**src/rtl/conv_timer_pkg.sv**
```systemverilog
package conv_timer_pkg;

  typedef enum logic [1:0] {
    MD_FAST = 2'b00,
    MD_FINE = 2'b01,
    MD_LEAN = 2'b10,
    MD_SLOW = 2'b11
  } conv_mode_e;

  localparam int unsigned RATIO_SHORT = 256;
  localparam int unsigned RATIO_MID   = 512;
  localparam int unsigned RATIO_LONG  = 2560;
  localparam int unsigned CNT_W       = $clog2(RATIO_LONG);
  localparam int unsigned CFG_W       = 3;

  // master-clock cycles per output word
  function automatic logic [CNT_W-1:0] period_of(conv_mode_e m, logic div);
    case (m)
      MD_FAST: period_of = CNT_W'(RATIO_SHORT);
      MD_FINE: period_of = CNT_W'(RATIO_MID);
      MD_LEAN: period_of = div ? CNT_W'(RATIO_MID)  : CNT_W'(RATIO_SHORT);
      default: period_of = div ? CNT_W'(RATIO_LONG) : CNT_W'(RATIO_MID);
    endcase
  endfunction

  // only the two slower modes look at the divide pin
  function automatic logic div_matters(conv_mode_e m);
    div_matters = m[1];
  endfunction

endpackage

```
**src/rtl/conv_cfg_sync.sv**
```systemverilog
module conv_cfg_sync
  import conv_timer_pkg::*;
(
  input  logic             clk,
  input  logic             rst_n,
  input  logic [1:0]       mode_raw,
  input  logic             div_raw,
  output conv_mode_e       mode_cur,
  output logic             div_cur,
  output logic             cfg_change
);
  logic [CFG_W-1:0] stage1_q, stage2_q, prev_q;

  always_ff @(posedge clk or negedge rst_n) begin
    if (!rst_n) begin
      stage1_q <= '0;
      stage2_q <= '0;
      prev_q   <= '0;
    end else begin
      stage1_q <= {mode_raw, div_raw};
      stage2_q <= stage1_q;
      prev_q   <= stage2_q;
    end
  end

  conv_mode_e mode_prev;
  assign mode_cur  = conv_mode_e'(stage2_q[2:1]);
  assign div_cur   = stage2_q[0];
  assign mode_prev = conv_mode_e'(prev_q[2:1]);

  assign cfg_change = (mode_cur != mode_prev) ||
                      (div_matters(mode_cur) && (div_cur != prev_q[0]));
endmodule

```
**src/rtl/conv_period_ctr.sv**
```systemverilog
module conv_period_ctr
  import conv_timer_pkg::*;
(
  input  logic             clk,
  input  logic             rst_n,
  input  logic             restart,
  input  logic [CNT_W-1:0] ratio,
  output logic [CNT_W-1:0] cnt,
  output logic             eop
);
  assign eop = (cnt == ratio - CNT_W'(1)) && !restart;

  always_ff @(posedge clk or negedge rst_n) begin
    if (!rst_n)       cnt <= '0;
    else if (restart) cnt <= '0;
    else if (eop)     cnt <= '0;
    else              cnt <= cnt + CNT_W'(1);
  end
endmodule

```
**src/rtl/conv_settle.sv**
```systemverilog
module conv_settle #(
  parameter int unsigned SETTLE_PERIODS = 2,
  localparam int unsigned HOLD_W = $clog2(SETTLE_PERIODS + 1)
) (
  input  logic clk,
  input  logic rst_n,
  input  logic restart,
  input  logic eop,
  input  logic proto_fs,
  output logic settled,
  output logic drdy_n,
  output logic frame_ok,
  output logic period_strobe
);
  localparam logic [HOLD_W-1:0] HOLD_INIT = HOLD_W'(SETTLE_PERIODS);

  logic [HOLD_W-1:0] hold_q;
  logic              valid_eop;

  assign settled   = (hold_q == '0);
  assign valid_eop = eop && settled;

  always_ff @(posedge clk or negedge rst_n) begin
    if (!rst_n)                hold_q <= HOLD_INIT;
    else if (restart)          hold_q <= HOLD_INIT;
    else if (eop && !settled)  hold_q <= hold_q - HOLD_W'(1);
  end

  always_ff @(posedge clk or negedge rst_n) begin
    if (!rst_n) begin
      drdy_n        <= 1'b1;
      frame_ok      <= 1'b0;
      period_strobe <= 1'b0;
    end else begin
      drdy_n        <= !(valid_eop && !proto_fs);
      frame_ok      <= proto_fs && settled && !restart;
      period_strobe <= eop;
    end
  end
endmodule

```
**src/rtl/conv_timer.sv**
```systemverilog
module conv_timer
  import conv_timer_pkg::*;
#(
  parameter int unsigned SETTLE_PERIODS = 2
) (
  input  logic       clk,
  input  logic       rst_n,
  input  logic [1:0] mode_sel,
  input  logic       div_sel,
  input  logic       proto_fs,
  output logic       drdy_n,
  output logic       frame_ok,
  output logic       period_strobe
);
  conv_mode_e       mode_cur;
  logic             div_cur;
  logic             cfg_change;
  logic [CNT_W-1:0] ratio;
  logic [CNT_W-1:0] period_cnt;
  logic             eop;
  logic             settled;

  conv_cfg_sync u_sync (
    .clk(clk), .rst_n(rst_n), .mode_raw(mode_sel), .div_raw(div_sel),
    .mode_cur(mode_cur), .div_cur(div_cur), .cfg_change(cfg_change)
  );

  assign ratio = period_of(mode_cur, div_cur);

  conv_period_ctr u_ctr (
    .clk(clk), .rst_n(rst_n), .restart(cfg_change), .ratio(ratio),
    .cnt(period_cnt), .eop(eop)
  );

  conv_settle #(.SETTLE_PERIODS(SETTLE_PERIODS)) u_settle (
    .clk(clk), .rst_n(rst_n), .restart(cfg_change), .eop(eop),
    .proto_fs(proto_fs), .settled(settled), .drdy_n(drdy_n),
    .frame_ok(frame_ok), .period_strobe(period_strobe)
  );
endmodule

```
**config.mk**
```make
export PLATFORM = sky130hd
export DESIGN_NAME = conv_timer
export DESIGN_NICKNAME = d
export VERILOG_FILES = /design/src/rtl/conv_timer_pkg.sv /design/src/rtl/conv_cfg_sync.sv /design/src/rtl/conv_period_ctr.sv /design/src/rtl/conv_settle.sv /design/src/rtl/conv_timer.sv
export SDC_FILE = /design/constraint.sdc
export NUM_CORES = 1
export LEC_CHECK = 0
export BUFFER_PORTS_ARGS = -buffer_cell sky130_fd_sc_hd__clkbuf_2
export CORE_ASPECT_RATIO = 1.1
export CORE_MARGIN = 4
export CORE_UTILIZATION = 57
export CTS_CLUSTER_SIZE = 28
export DETAILED_ROUTE_END_ITERATION = 8
export PLACE_DENSITY = 0.76
export RECOVER_POWER = 50
export SLEW_MARGIN = 10
export SYNTH_ARGS = -nofsm -noshare
export SYNTH_HDL_FRONTEND = slang
export SYNTH_SLANG_ARGS = --single-unit
export TNS_END_PERCENT = 50
```
**constraint.sdc**
```tcl
create_clock -name clk -period 2.44 [get_ports clk]
set_clock_uncertainty 0.05 [all_clocks]
set_input_delay 0.488 -clock clk [delete_from_list [all_inputs] [get_ports clk]]
set_output_delay 0.488 -clock clk [all_outputs]
set_load 0.01 [all_outputs]
```
# Word-level counts from Yosys, hierarchy flattened

Cells that the tools add are included.
Widths: inputs -> output; s select.

Bits in registers: 26
Word-level logic and storage cells: 38

Add/sub/neg operators: 3
Equality and inequality tests: 5
Mux-type cells: 7
Reduce and logical (&&, ||, !) cells: 15

Operators with widths:

| cell                  | count |
|---|---|
| $mux 12               | 3 |
| $pmux 12 s3           | 1 |
| $add 12x1->12 const B | 1 |
| $eq 12x12->1          | 1 |
| $sub 12x1->12 const B | 1 |
| $mux 10               | 1 |
| $logic_and 1x1->1     | 7 |
| $logic_not 1->1       | 4 |
| $logic_not 2->1       | 2 |
| $mux 2                | 2 |
| $eq 2x1->1 const B    | 1 |
| $eq 2x2->1 const B    | 1 |
| $ne 2x2->1            | 1 |
| $reduce_bool 2->1     | 1 |
| $sub 2x1->2 const B   | 1 |
| $logic_or 1x1->1      | 1 |
| $ne 1x1->1            | 1 |

# Longest topological paths before layout

Gate-level depths: netlist (run 1).

Word-level depth: 8
Mapped depth: 9

# Modules after synthesis

From an unflattened synthesis (run 1), not the netlist that was laid out.

Cell total of the unflattened synthesis: 157
Area, all modules: 1622.8 sq um

Modules (own cells, without submodules):

| module          | times used | cells each | area an instance (sq um) | seq. area each (sq um) |
|---|---|---|---|---|
| conv_period_ctr | 1          | 122        | 1119.8                   | 300.3 |
| conv_cfg_sync   | 1          | 14         | 262.8                    | 225.2 |
| conv_settle     | 1          | 17         | 217.7                    | 127.6 |
| conv_timer      | 1          | 4          | 22.5                     | 0.0 |

# Worst setup path before layout (run 1)

OpenSTA, ideal clock, no wires.

Path type: register -> register
Start point: register u_sync.stage2_q[0]
End point: register u_settle.drdy_n
Data arrival time: 1797 ps
Data required time: 2302 ps
Slack: 505 ps
Stages on the path, launching flop included: 9
Path buffers: 0
Period minus slack after synthesis: 1935 ps
Cell sequence: dfrtp_1 > a21oi_2 > inv_1 > ha_1 > xnor2_1 > a21oi_1 > and2_1 > nand3_2 > or3_1

Word-level cells in the longest chain between the ends: 8

Ends and longest elaborated chain:

| what                                                     | RTL line                                   | RTL |
|---|---|---|
| from (decl)                                              | conv_cfg_sync.sv:12                        | `logic [CFG_W-1:0] stage1_q, stage2_q, prev_q;` |
| from (signal assigned)                                   | conv_cfg_sync.sv:21                        | `stage2_q <= stage1_q;` |
| $mux 10, or another cell as far along                    | conv_timer_pkg.sv:21                       | `MD_LEAN: period_of = div ? CNT_W'(RATIO_MID) : CNT_W'(RATIO_SHORT);` |
| $pmux 12 s3 / $logic_and 1x1->1 (equally long branches)  | conv_timer_pkg.sv:18, conv_cfg_sync.sv:32  |  |
| $sub 12x1->12 / $logic_or 1x1->1 (equally long branches) | conv_period_ctr.sv:11, conv_cfg_sync.sv:31 |  |
| $eq 12x12->1 / $logic_not 1->1 (equally long branches)   | conv_period_ctr.sv:11                      | `assign eop = (cnt == ratio - CNT_W'(1)) && !restart;` |
| $logic_and 1x1->1 *                                      | conv_period_ctr.sv:11                      |  |
| $logic_and 1x1->1 *                                      | conv_settle.sv:21                          | `assign valid_eop = eop && settled;` |
| $logic_and 1x1->1 *                                      | conv_settle.sv:35                          | `drdy_n <= !(valid_eop && !proto_fs);` |
| $logic_not 1->1 *                                        | conv_settle.sv:35                          |  |
| to (signal assigned)                                     | conv_settle.sv:35                          |  |
| to (decl)                                                | conv_settle.sv:11                          | `output logic drdy_n,` |

Every way passes the cells marked *; elsewhere a longest branch is shown, timed or not.
A chain may end at the register's enable or synchronous reset.

# Final worst setup path (run 1)

Start point: register u_sync.stage2_q[2]
End point: register u_settle.drdy_n

Word-level cells in the longest chain between the ends: 8

Ends and longest elaborated chain:

| what                                     | RTL line              | RTL |
|---|---|---|
| $eq 2x2->1, or another cell as far along | conv_timer_pkg.sv:18  | `case (m)` |
| $pmux 12 s3                              | conv_timer_pkg.sv:18  |  |
| $sub 12x1->12                            | conv_period_ctr.sv:11 |  |
| $eq 12x12->1                             | conv_period_ctr.sv:11 |  |
| $logic_and 1x1->1 *                      | conv_period_ctr.sv:11 |  |
| $logic_and 1x1->1 *                      | conv_settle.sv:21     |  |
| $logic_and 1x1->1 *                      | conv_settle.sv:35     |  |
| $logic_not 1->1 *                        | conv_settle.sv:35     |  |

Marks and branches as above.

==> results_dict.tcl, run 1 <==
set metrics [dict create \
    worstPathArrival_ps 2290 \
    grt_pass1_wl_um 3010 \
    status "finished, final reports clean" \
    regArea_um2 653 \
    grt_overflow 0 \
    design_area_um2 1230 \
    htreeDepth 1 \
    routabilityCongestion 0.764 \
    avgSynthCellArea_um2 11.5 \
    die_w_um 50.7 \
    place_area_um2 1200 \
    multi_input_area_um2 455 \
    nFillCells 149 \
    tritoncts "done" \
    cts.sink_count 26 \
    worst_slew_pin_slew_ps 1320 \
    cts_buffer_depth 2 \
    start_util 0.620 \
    cts_resized 0 \
    grt_use_total 0.145 \
    dp.final_hpwl_um 1280 \
    cp-start-kind "flip-flop" \
    ios 9 \
    slew_violations 0 \
    ctsHoldBuffers 0 \
    postCtsSetupBuffers 0 \
    worstRegToRegCells 8 \
    portBuffers 8 \
    clk_pin_slew_ps 130 \
    synth_warnings 0 \
    root_buffer "clkbuf_4" \
    setup_viol 0 \
    clk_latency_ps 310 \
    hold_path.class "input port to flip-flop" \
    hold_violations 0 \
    antenna_cells 0 \
    vias_per_cell 5.31 \
    power_density_nw_per_um2 547 \
    fin_crit_sh 0.858 \
    layout_commonest_cell "dfrtp_1" \
    required_ps 2640 \
    leakagePower_uw 0.000531 \
    end_kind "flip-flop" \
    fmax_mhz 478 \
    grt_pass1_vias 725 \
    drive_gt1_frac 0.182 \
    rsz0062_at_grt "false" \
    grt_max_degree 27 \
    synth_ff_type "dfrtp_1" \
    yosysUniqueCellTypes 28 \
    period_minus_slack_ps 2090 \
    remaining_drc_errors 0 \
    drt_iter0_drc 8 \
    final_antenna_net_count 0 \
    syn-num-nets 108 \
    routed_wirelength_um 1730 \
    holdPathStages 1 \
    synth-seq-area-share 0.572 \
    synth-seq-cells 26 \
    core_region_area_um2 1840 \
    slew_headroom 0.118 \
    peakVddDrop_mv 0.405 \
    cts_buffers 3 \
    netlist_area_um2 1140 \
    nets 120 \
    tns_ps 0 \
    firstDrtPassIters 3 \
    antenna_found_initial 0 \
    die-area_um2 2790 \
    num_vias 728 \
    die_h_um 55.0 \
    row_count 16 \
    criticalPathCategory "flip-flop to flip-flop" \
    maxCapViolCount 0 \
    wl_per_cell_um 12.6 \
    layout_common_cells "dfrtp_1 (24), nor2_1 (14), xnor2_1 (8), clkbuf_2 (7)" \
    async_reset_ff_frac 1.00 \
    synth_edf_count 0 \
    synthCells 99 \
    area_growth_pct 7.67 \
    worstPathMaxFanout 5 \
]
==> stage by stage <==
| step | instances | setup WS, ps | power, uW | utilization | hold slack (ps) |
|---|---|---|---|---|---|
| final | 137 | 347 | 673 | 0.668 | 223 |
| after global routing | 137 | 183 | 703 | 0.668 | 195 |
| after CTS | 137 | 329 | 682 | 0.668 | 123 |
| after detailed placement | 133 | 342 | 502 | 0.654 | 288 |
| after global placement | 133 | 449 | 499 | 0.654 | 284 |
| after floorplan | 99 | 505 | 485 | - | 142 |
==> registers in the layout, indices dropped and copies added (netlist names) <==
signal,cells
u_sync.stage2_q,3
u_settle.frame_ok,1
u_settle.period_strobe,1
u_settle.hold_q,2
u_settle.drdy_n,1
u_sync.stage1_q,3
u_sync.prev_q,3
u_ctr.cnt,12
==> cell usage after synthesis, drive strengths merged, types with 3 or more instances <==
library cell	count	area, um2
a21oi	3	18.8
and3	4	25.0
dfrtp	24	601
ha	3	37.5
inv	6	22.5
nand3	7	50.1
nor2	16	65.1
o21ai	3	15.0
xnor2	9	86.3
xor2	6	52.6
==> logic make-up after synthesis <==
logic type               Yosys count  share of synthesized area
AO/OA/AOI/OAI                      9                     0.0515
XOR/XNOR                          15                      0.122
adder cells (fa/ha/maj)            3                     0.0329
buffers and inverters              7                     0.0296
flip-flops                        26                      0.572
multiplexers                       2                     0.0175
AND/OR/NAND/NOR                   37                      0.175
==> power by group <==
group          switching, uW  internal, uW  total, uW  leakage, uW
sequential              8.22           440        449     0.000335
clock                    116          63.8        180    0.0000150
combinational           28.1          16.5       44.6     0.000182
total                    153           521        673     0.000531
==> final cells by class <==
| class | count | area share |
|---|---|---|
| multi-input combinational | 66 | 0.370 |
| timing repair buffer | 8 | 0.0315 |
| tap | 27 | 0.0275 |
| sequential | 26 | 0.531 |
| clock buffer | 4 | 0.0214 |
| inverter | 6 | 0.0183 |
==> path summary, 6_finish.rpt <==
path / start / to / slack [ps]
setup / recovery: u_sync.stage2_q[2] / u_settle.drdy_n / 350
hold / removal: div_sel / u_sync.stage1_q[0] / 220
setup reg to reg: u_sync.stage2_q[2] / u_settle.drdy_n / 350
hold reg to reg: u_sync.stage1_q[0] / u_sync.stage2_q[0] / 320
max in group asynchronous: rst_n / u_sync.stage2_q[0] / 1180
min in group asynchronous: rst_n / u_settle.frame_ok / 390
==> routing by layer <==
layer,vias to the layer above,GRT usage,share of wire
met3,2,0.0268,0.036
met1,362,0.183,0.46
li1,355,-,-
met2,9,0.248,0.50
met5,-,0,0
met4,0,0.0673,0.0070
==> critical path, cell delays in order (launching register included) <==
cell and delay [ps]:
dfrtp_1 460, a21oi_2 210, inv_1 60, ha_1 300, xnor2_1 130, a21oi_1 150, and2_1 190, nand3_2 110
or3_1 370
Power figures use the tool's default switching activity.
==> run 2, diff against run 1 <==
--- a/config.mk
+++ b/config.mk
@@ -8,10 +8,9 @@
 export BUFFER_PORTS_ARGS = -buffer_cell sky130_fd_sc_hd__clkbuf_2
 export CORE_ASPECT_RATIO = 1.1
 export CORE_MARGIN = 4
-export CORE_UTILIZATION = 57
+export CORE_UTILIZATION = 35
 export CTS_CLUSTER_SIZE = 28
 export DETAILED_ROUTE_END_ITERATION = 8
-export PLACE_DENSITY = 0.76
 export RECOVER_POWER = 50
 export SLEW_MARGIN = 10
 export SYNTH_ARGS = -nofsm -noshare
==> constraint.sdc (replaced) <==
create_clock -name clk -period 2.44 [get_ports clk]
set_clock_uncertainty 0.05 [all_clocks]
set_input_delay 0.244 -clock clk [delete_from_list [all_inputs] [get_ports clk]]
set_output_delay 0.244 -clock clk [all_outputs]
set_load 0.01 [all_outputs]
==> results_dict.tcl, run 2 (synthesis gave the netlist of run 1 again) <==
set metrics [dict create \
    status "finished, final reports clean" \
    place_ws_ps 384 \
    clkPwrFrac 0.303 \
    largest-register "u_ctr.cnt" \
    grt_pass1_vias 711 \
    remaining_drc_errors 0 \
    crit_chain "a21oi_2, inv_1, ha_1, xnor2_1, a21oi_1, and2_1, nand3_2, or3_1" \
    area_growth_pct 12.8 \
    fin_crit_sh 0.844 \
    layout_commonest_cell "dfrtp_1" \
    swShare 0.224 \
    r2r-end "u_settle.drdy_n" \
    period_minus_slack_ps 2060 \
    grt_max_degree 27 \
    grt_use_total 0.0944 \
    worstSetupStartpoint "u_sync.stage2_q[0]" \
    grt_pass1_wl_um 3120 \
    wl_per_cell_um 11.5 \
    row_count 21 \
    largest_register_ffs 12 \
    fmax_mhz 485 \
    cts_buffers 3 \
    power_density_nw_per_um2 553 \
    antenna_found_initial 0 \
    setup_viol 0 \
    drive_gt1_frac 0.184 \
    rsz0062_at_grt "false" \
    cts.sink_count 26 \
    end_kind "flip-flop" \
    criticalPathCategory "flip-flop to flip-flop" \
    critPathTopFamily "simple AND/OR/NAND/NOR gates" \
    cp-start-kind "flip-flop" \
    crit_end "u_settle.drdy_n" \
    die_h_um 67.9 \
    postCtsSetupBuffers 0 \
    finalWorstSetupSlack_ps 380 \
    path_buf_inv 1 \
    place_area_um2 1210 \
    clk_latency_ps 320 \
    antenna_cells 0 \
    ctsHoldBuffers 4 \
    grt_overflow 0 \
    maxCapViolCount 0 \
    p_seq_frac 0.630 \
    p_comb_frac 0.068 \
    leakagePower_uw 0.000554 \
    drt_iter0_drc 38 \
    final_antenna_net_count 0 \
    tritoncts "done" \
    vias_per_cell 4.80 \
    firstDrtPassIters 4 \
    regToRegStartpoint "u_sync.stage2_q[0]" \
    slew_headroom 0.125 \
    power.total_uw 712 \
    num_vias 711 \
    htreeDepth 1 \
    crit_path_top_delay_cell "dfrtp_1" \
    tns_ps 0 \
    core_region_area_um2 3100 \
    layout_common_cells "dfrtp_1 (24), nor2_1 (14), xnor2_1 (8), clkbuf_2 (7)" \
    cts_resized 0 \
    design_area_um2 1290 \
    p_switching_uw 160 \
    required_ps 2650 \
    path_depth 8 \
    worstPathArrival_ps 2270 \
    slew_violations 0 \
    worstPathMaxFanout 4 \
    routabilityCongestion 0.720 \
    peakVddDrop_mv 0.315 \
    cts_buffer_depth 2 \
    worst_slew_pin_slew_ps 1310 \
    die-area_um2 4240 \
    slowest_delay_ps 450 \
    ios 9 \
    whs_ps 82.0 \
    intPower_uw 552 \
    worstRegToRegCells 8 \
    portBuffers 8 \
    hold_path.class "input port to flip-flop" \
    ff2ff_setup_slack_ps 380 \
    die_w_um 62.5 \
    hold_violations 0 \
    nets 124 \
    root_buffer "clkbuf_4" \
    clk_pin_slew_ps 140 \
    start_util 0.368 \
    routed_wirelength_um 1700 \
]
==> run 2: cell types whose count changed in the layout (fill, tap and decap cells not counted) <==
cell           delta
clkbuf_1          -1
dlygate4sd3_1     +4
clkbuf_8          +1
==> run 2: worst min path at each step <==
| stage | start | endpoint | cells after the start |
|---|---|---|---|
| finish | proto_fs | u_settle.drdy_n | 2 |
| global route | proto_fs | u_settle.drdy_n | 2 |
| CTS | proto_fs | u_settle.drdy_n | 2 |
| detailed placement | rst_n | u_ctr.cnt[4] | 1 |
| global placement | rst_n | u_ctr.cnt[4] | 1 |
| floorplan | rst_n | u_ctr.cnt[0] | 0 |
==> run 2: power by group through the flow <==
| stage | Sequential, uW | Combinational (uW) | Clock, uW |
|---|---|---|---|
| 6_report | 448 | 48.1 | 216 |
| 5_1_grt | 450 | 57.3 | 240 |
| 4_1_cts | 449 | 50.1 | 225 |
| 3_5_place_dp | 457 | 45.1 | 0 |
| 3_3_place_gp | 456 | 44.5 | 0 |
| 2_1_floorplan | 455 | 30.0 | 0 |
==> run 2: metrics by stage <==
step,instances,util
after floorplan,99,-
after global placement,140,0.391
after detailed placement,140,0.391
after CTS,148,0.416
after global routing,148,0.416
final,148,0.416
==> run 2: layout make-up <==
class | count | area, um2
clock buffers | 4 | 36.3
repair buffers | 12 | 78.8
fillers | 318 | 1810
inverters | 6 | 22.5
flip-flops and latches | 26 | 653
multi-input cells | 66 | 455
well taps | 34 | 42.5
==> run 2: metal layers <==
layer  up-vias  share of wire  track usage
met3         4          0.036       0.0213
met1       335           0.46        0.115
met4         0          0.018       0.0496
met2        11           0.48        0.158
li1        361              -            -
met5         -              0            0
==> run 3, diff against run 2 <==
==> constraint.sdc (replaced) <==
create_clock -name clk -period 1.8 [get_ports clk]
set_clock_uncertainty 0.05 [all_clocks]
set_input_delay 0.18 -clock clk [delete_from_list [all_inputs] [get_ports clk]]
set_output_delay 0.18 -clock clk [all_outputs]
set_load 0.01 [all_outputs]
==> results_dict.tcl, run 3 (synthesis gave the netlist of run 1 again) <==
set metrics [dict create \
    required_ps 2020 \
    die_h_um 67.9 \
    portBuffers 8 \
    slowest_delay_ps 440 \
    grt_pass1_vias 734 \
    grt_pass1_wl_um 3370 \
    vias_per_cell 4.79 \
    slew_headroom 0.580 \
    routed_wirelength_um 1910 \
    slew_violations 0 \
    row_count 21 \
    status "finished, violations left" \
    peakVddDrop_mv 0.364 \
    antenna_cells 0 \
    path_buf_inv 1 \
    worstPathArrival_ps 2140 \
    crit_path_top_delay_cell "dfrtp_1" \
    largest_register_ffs 12 \
    cts.sink_count 26 \
    worstPathMaxFanout 4 \
    clk_pin_slew_ps 140 \
    cts_buffer_depth 2 \
    root_buffer "clkbuf_4" \
    die_w_um 62.5 \
    largest-register "u_ctr.cnt" \
    start_util 0.368 \
    power_density_nw_per_um2 758 \
    area_growth_pct 28.3 \
    wl_per_cell_um 11.9 \
    period_minus_slack_ps 1920 \
    remaining_drc_errors 0 \
    worst_slew_pin_slew_ps 630 \
    core_region_area_um2 3100 \
    final_antenna_net_count 0 \
    hold_violations 0 \
    layout_common_cells "dfrtp_1 (24), nor2_1 (13), buf_4 (9), clkbuf_2 (8), xnor2_1 (7)" \
    maxCapViolCount 0 \
    htreeDepth 1 \
    cp-start-kind "flip-flop" \
    critPathTopFamily "simple AND/OR/NAND/NOR gates" \
    drt_iter0_drc 24 \
    drive_gt1_frac 0.333 \
    num_vias 766 \
    grt_use_total 0.100 \
    ios 9 \
    design_area_um2 1470 \
    layout_commonest_cell "dfrtp_1" \
    grt_max_degree 27 \
    clk_latency_ps 330 \
    tritoncts "done" \
    criticalPathCategory "flip-flop to flip-flop" \
    fmax_mhz 521 \
    end_kind "flip-flop" \
    cts_buffers 3 \
    crit_chain "a21oi_4, buf_6, ha_4, xnor2_2, a21oi_2, and2_4, nand3_2, or3_1" \
    place_ws_ps -160 \
    routabilityCongestion 0.765 \
    antenna_found_initial 0 \
    die-area_um2 4240 \
    setup_viol 8 \
    finalWorstSetupSlack_ps -120 \
    leakagePower_uw 0.000627 \
    violations "negative setup slack" \
    firstDrtPassIters 4 \
    nets 136 \
    rsz0062_at_grt "true" \
    dp.final_hpwl_um 1310 \
    place_area_um2 1270 \
    hold_path.class "input port to flip-flop" \
    whs_ps 4.04 \
    grt_overflow 0 \
    power.total_uw 1110 \
    fin_crit_sh 1.07 \
]
## run 3: metal layers
layer | track usage | vias to the layer above | share of wire
met2 | 0.169 | 11 | 0.49
met4 | 0.0496 | 0 | 0.023
met5 | 0 | - | 0
li1 | - | 385 | -
met1 | 0.126 | 365 | 0.46
met3 | 0.0197 | 5 | 0.032
## run 3: through the flow
step	util	TNS (ps)	instances
floorplan	-	-685	99
global placement	0.411	-1160	148
detailed placement	0.411	-1840	148
CTS	0.452	-836	159
global route	0.473	-1630	160
finish	0.473	-357	160
## run 3: power by group
group	switching, uW	internal, uW	total (uW)
combinational	51.4	50.3	102
sequential	8.99	597	606
clock	177	225	402
## run 3: worst paths after layout
check | startpoint | endpoint | slack (ps) | depth (start not counted)
min | proto_fs | u_settle.drdy_n | 4 | 2
max reg2reg | u_sync.stage2_q[2] | u_settle.drdy_n | -120 | 8
max | u_sync.stage2_q[2] | u_settle.drdy_n | -120 | 8
min in group asynchronous | rst_n | u_settle.frame_ok | 340 | 2
max in group asynchronous | rst_n | u_settle.hold_q[0] | 960 | 2
min reg2reg | u_sync.stage1_q[0] | u_sync.stage2_q[0] | 320 | 0
## run 3: what timing repair did
item | CTS | global route
endpoints found under the hold margin | 27 | 0
hold buffers | 4 | 0
gates cloned | 0 | 0
setup endpoints to repair | 15 | 16
buffers inserted | 3 | 1
pin swaps | 5 | 1
gates resized for setup | 3 | 12
## run 3: layout make-up
type | count | area (um2)
clock buffers | 3 | 22.5
clock inverters | 1 | 30.0
fillers | 301 | 1640
inverters | 6 | 22.5
multi-input cells | 66 | 528
flip-flops and latches | 26 | 653
well taps | 34 | 42.5
repair buffers | 24 | 166
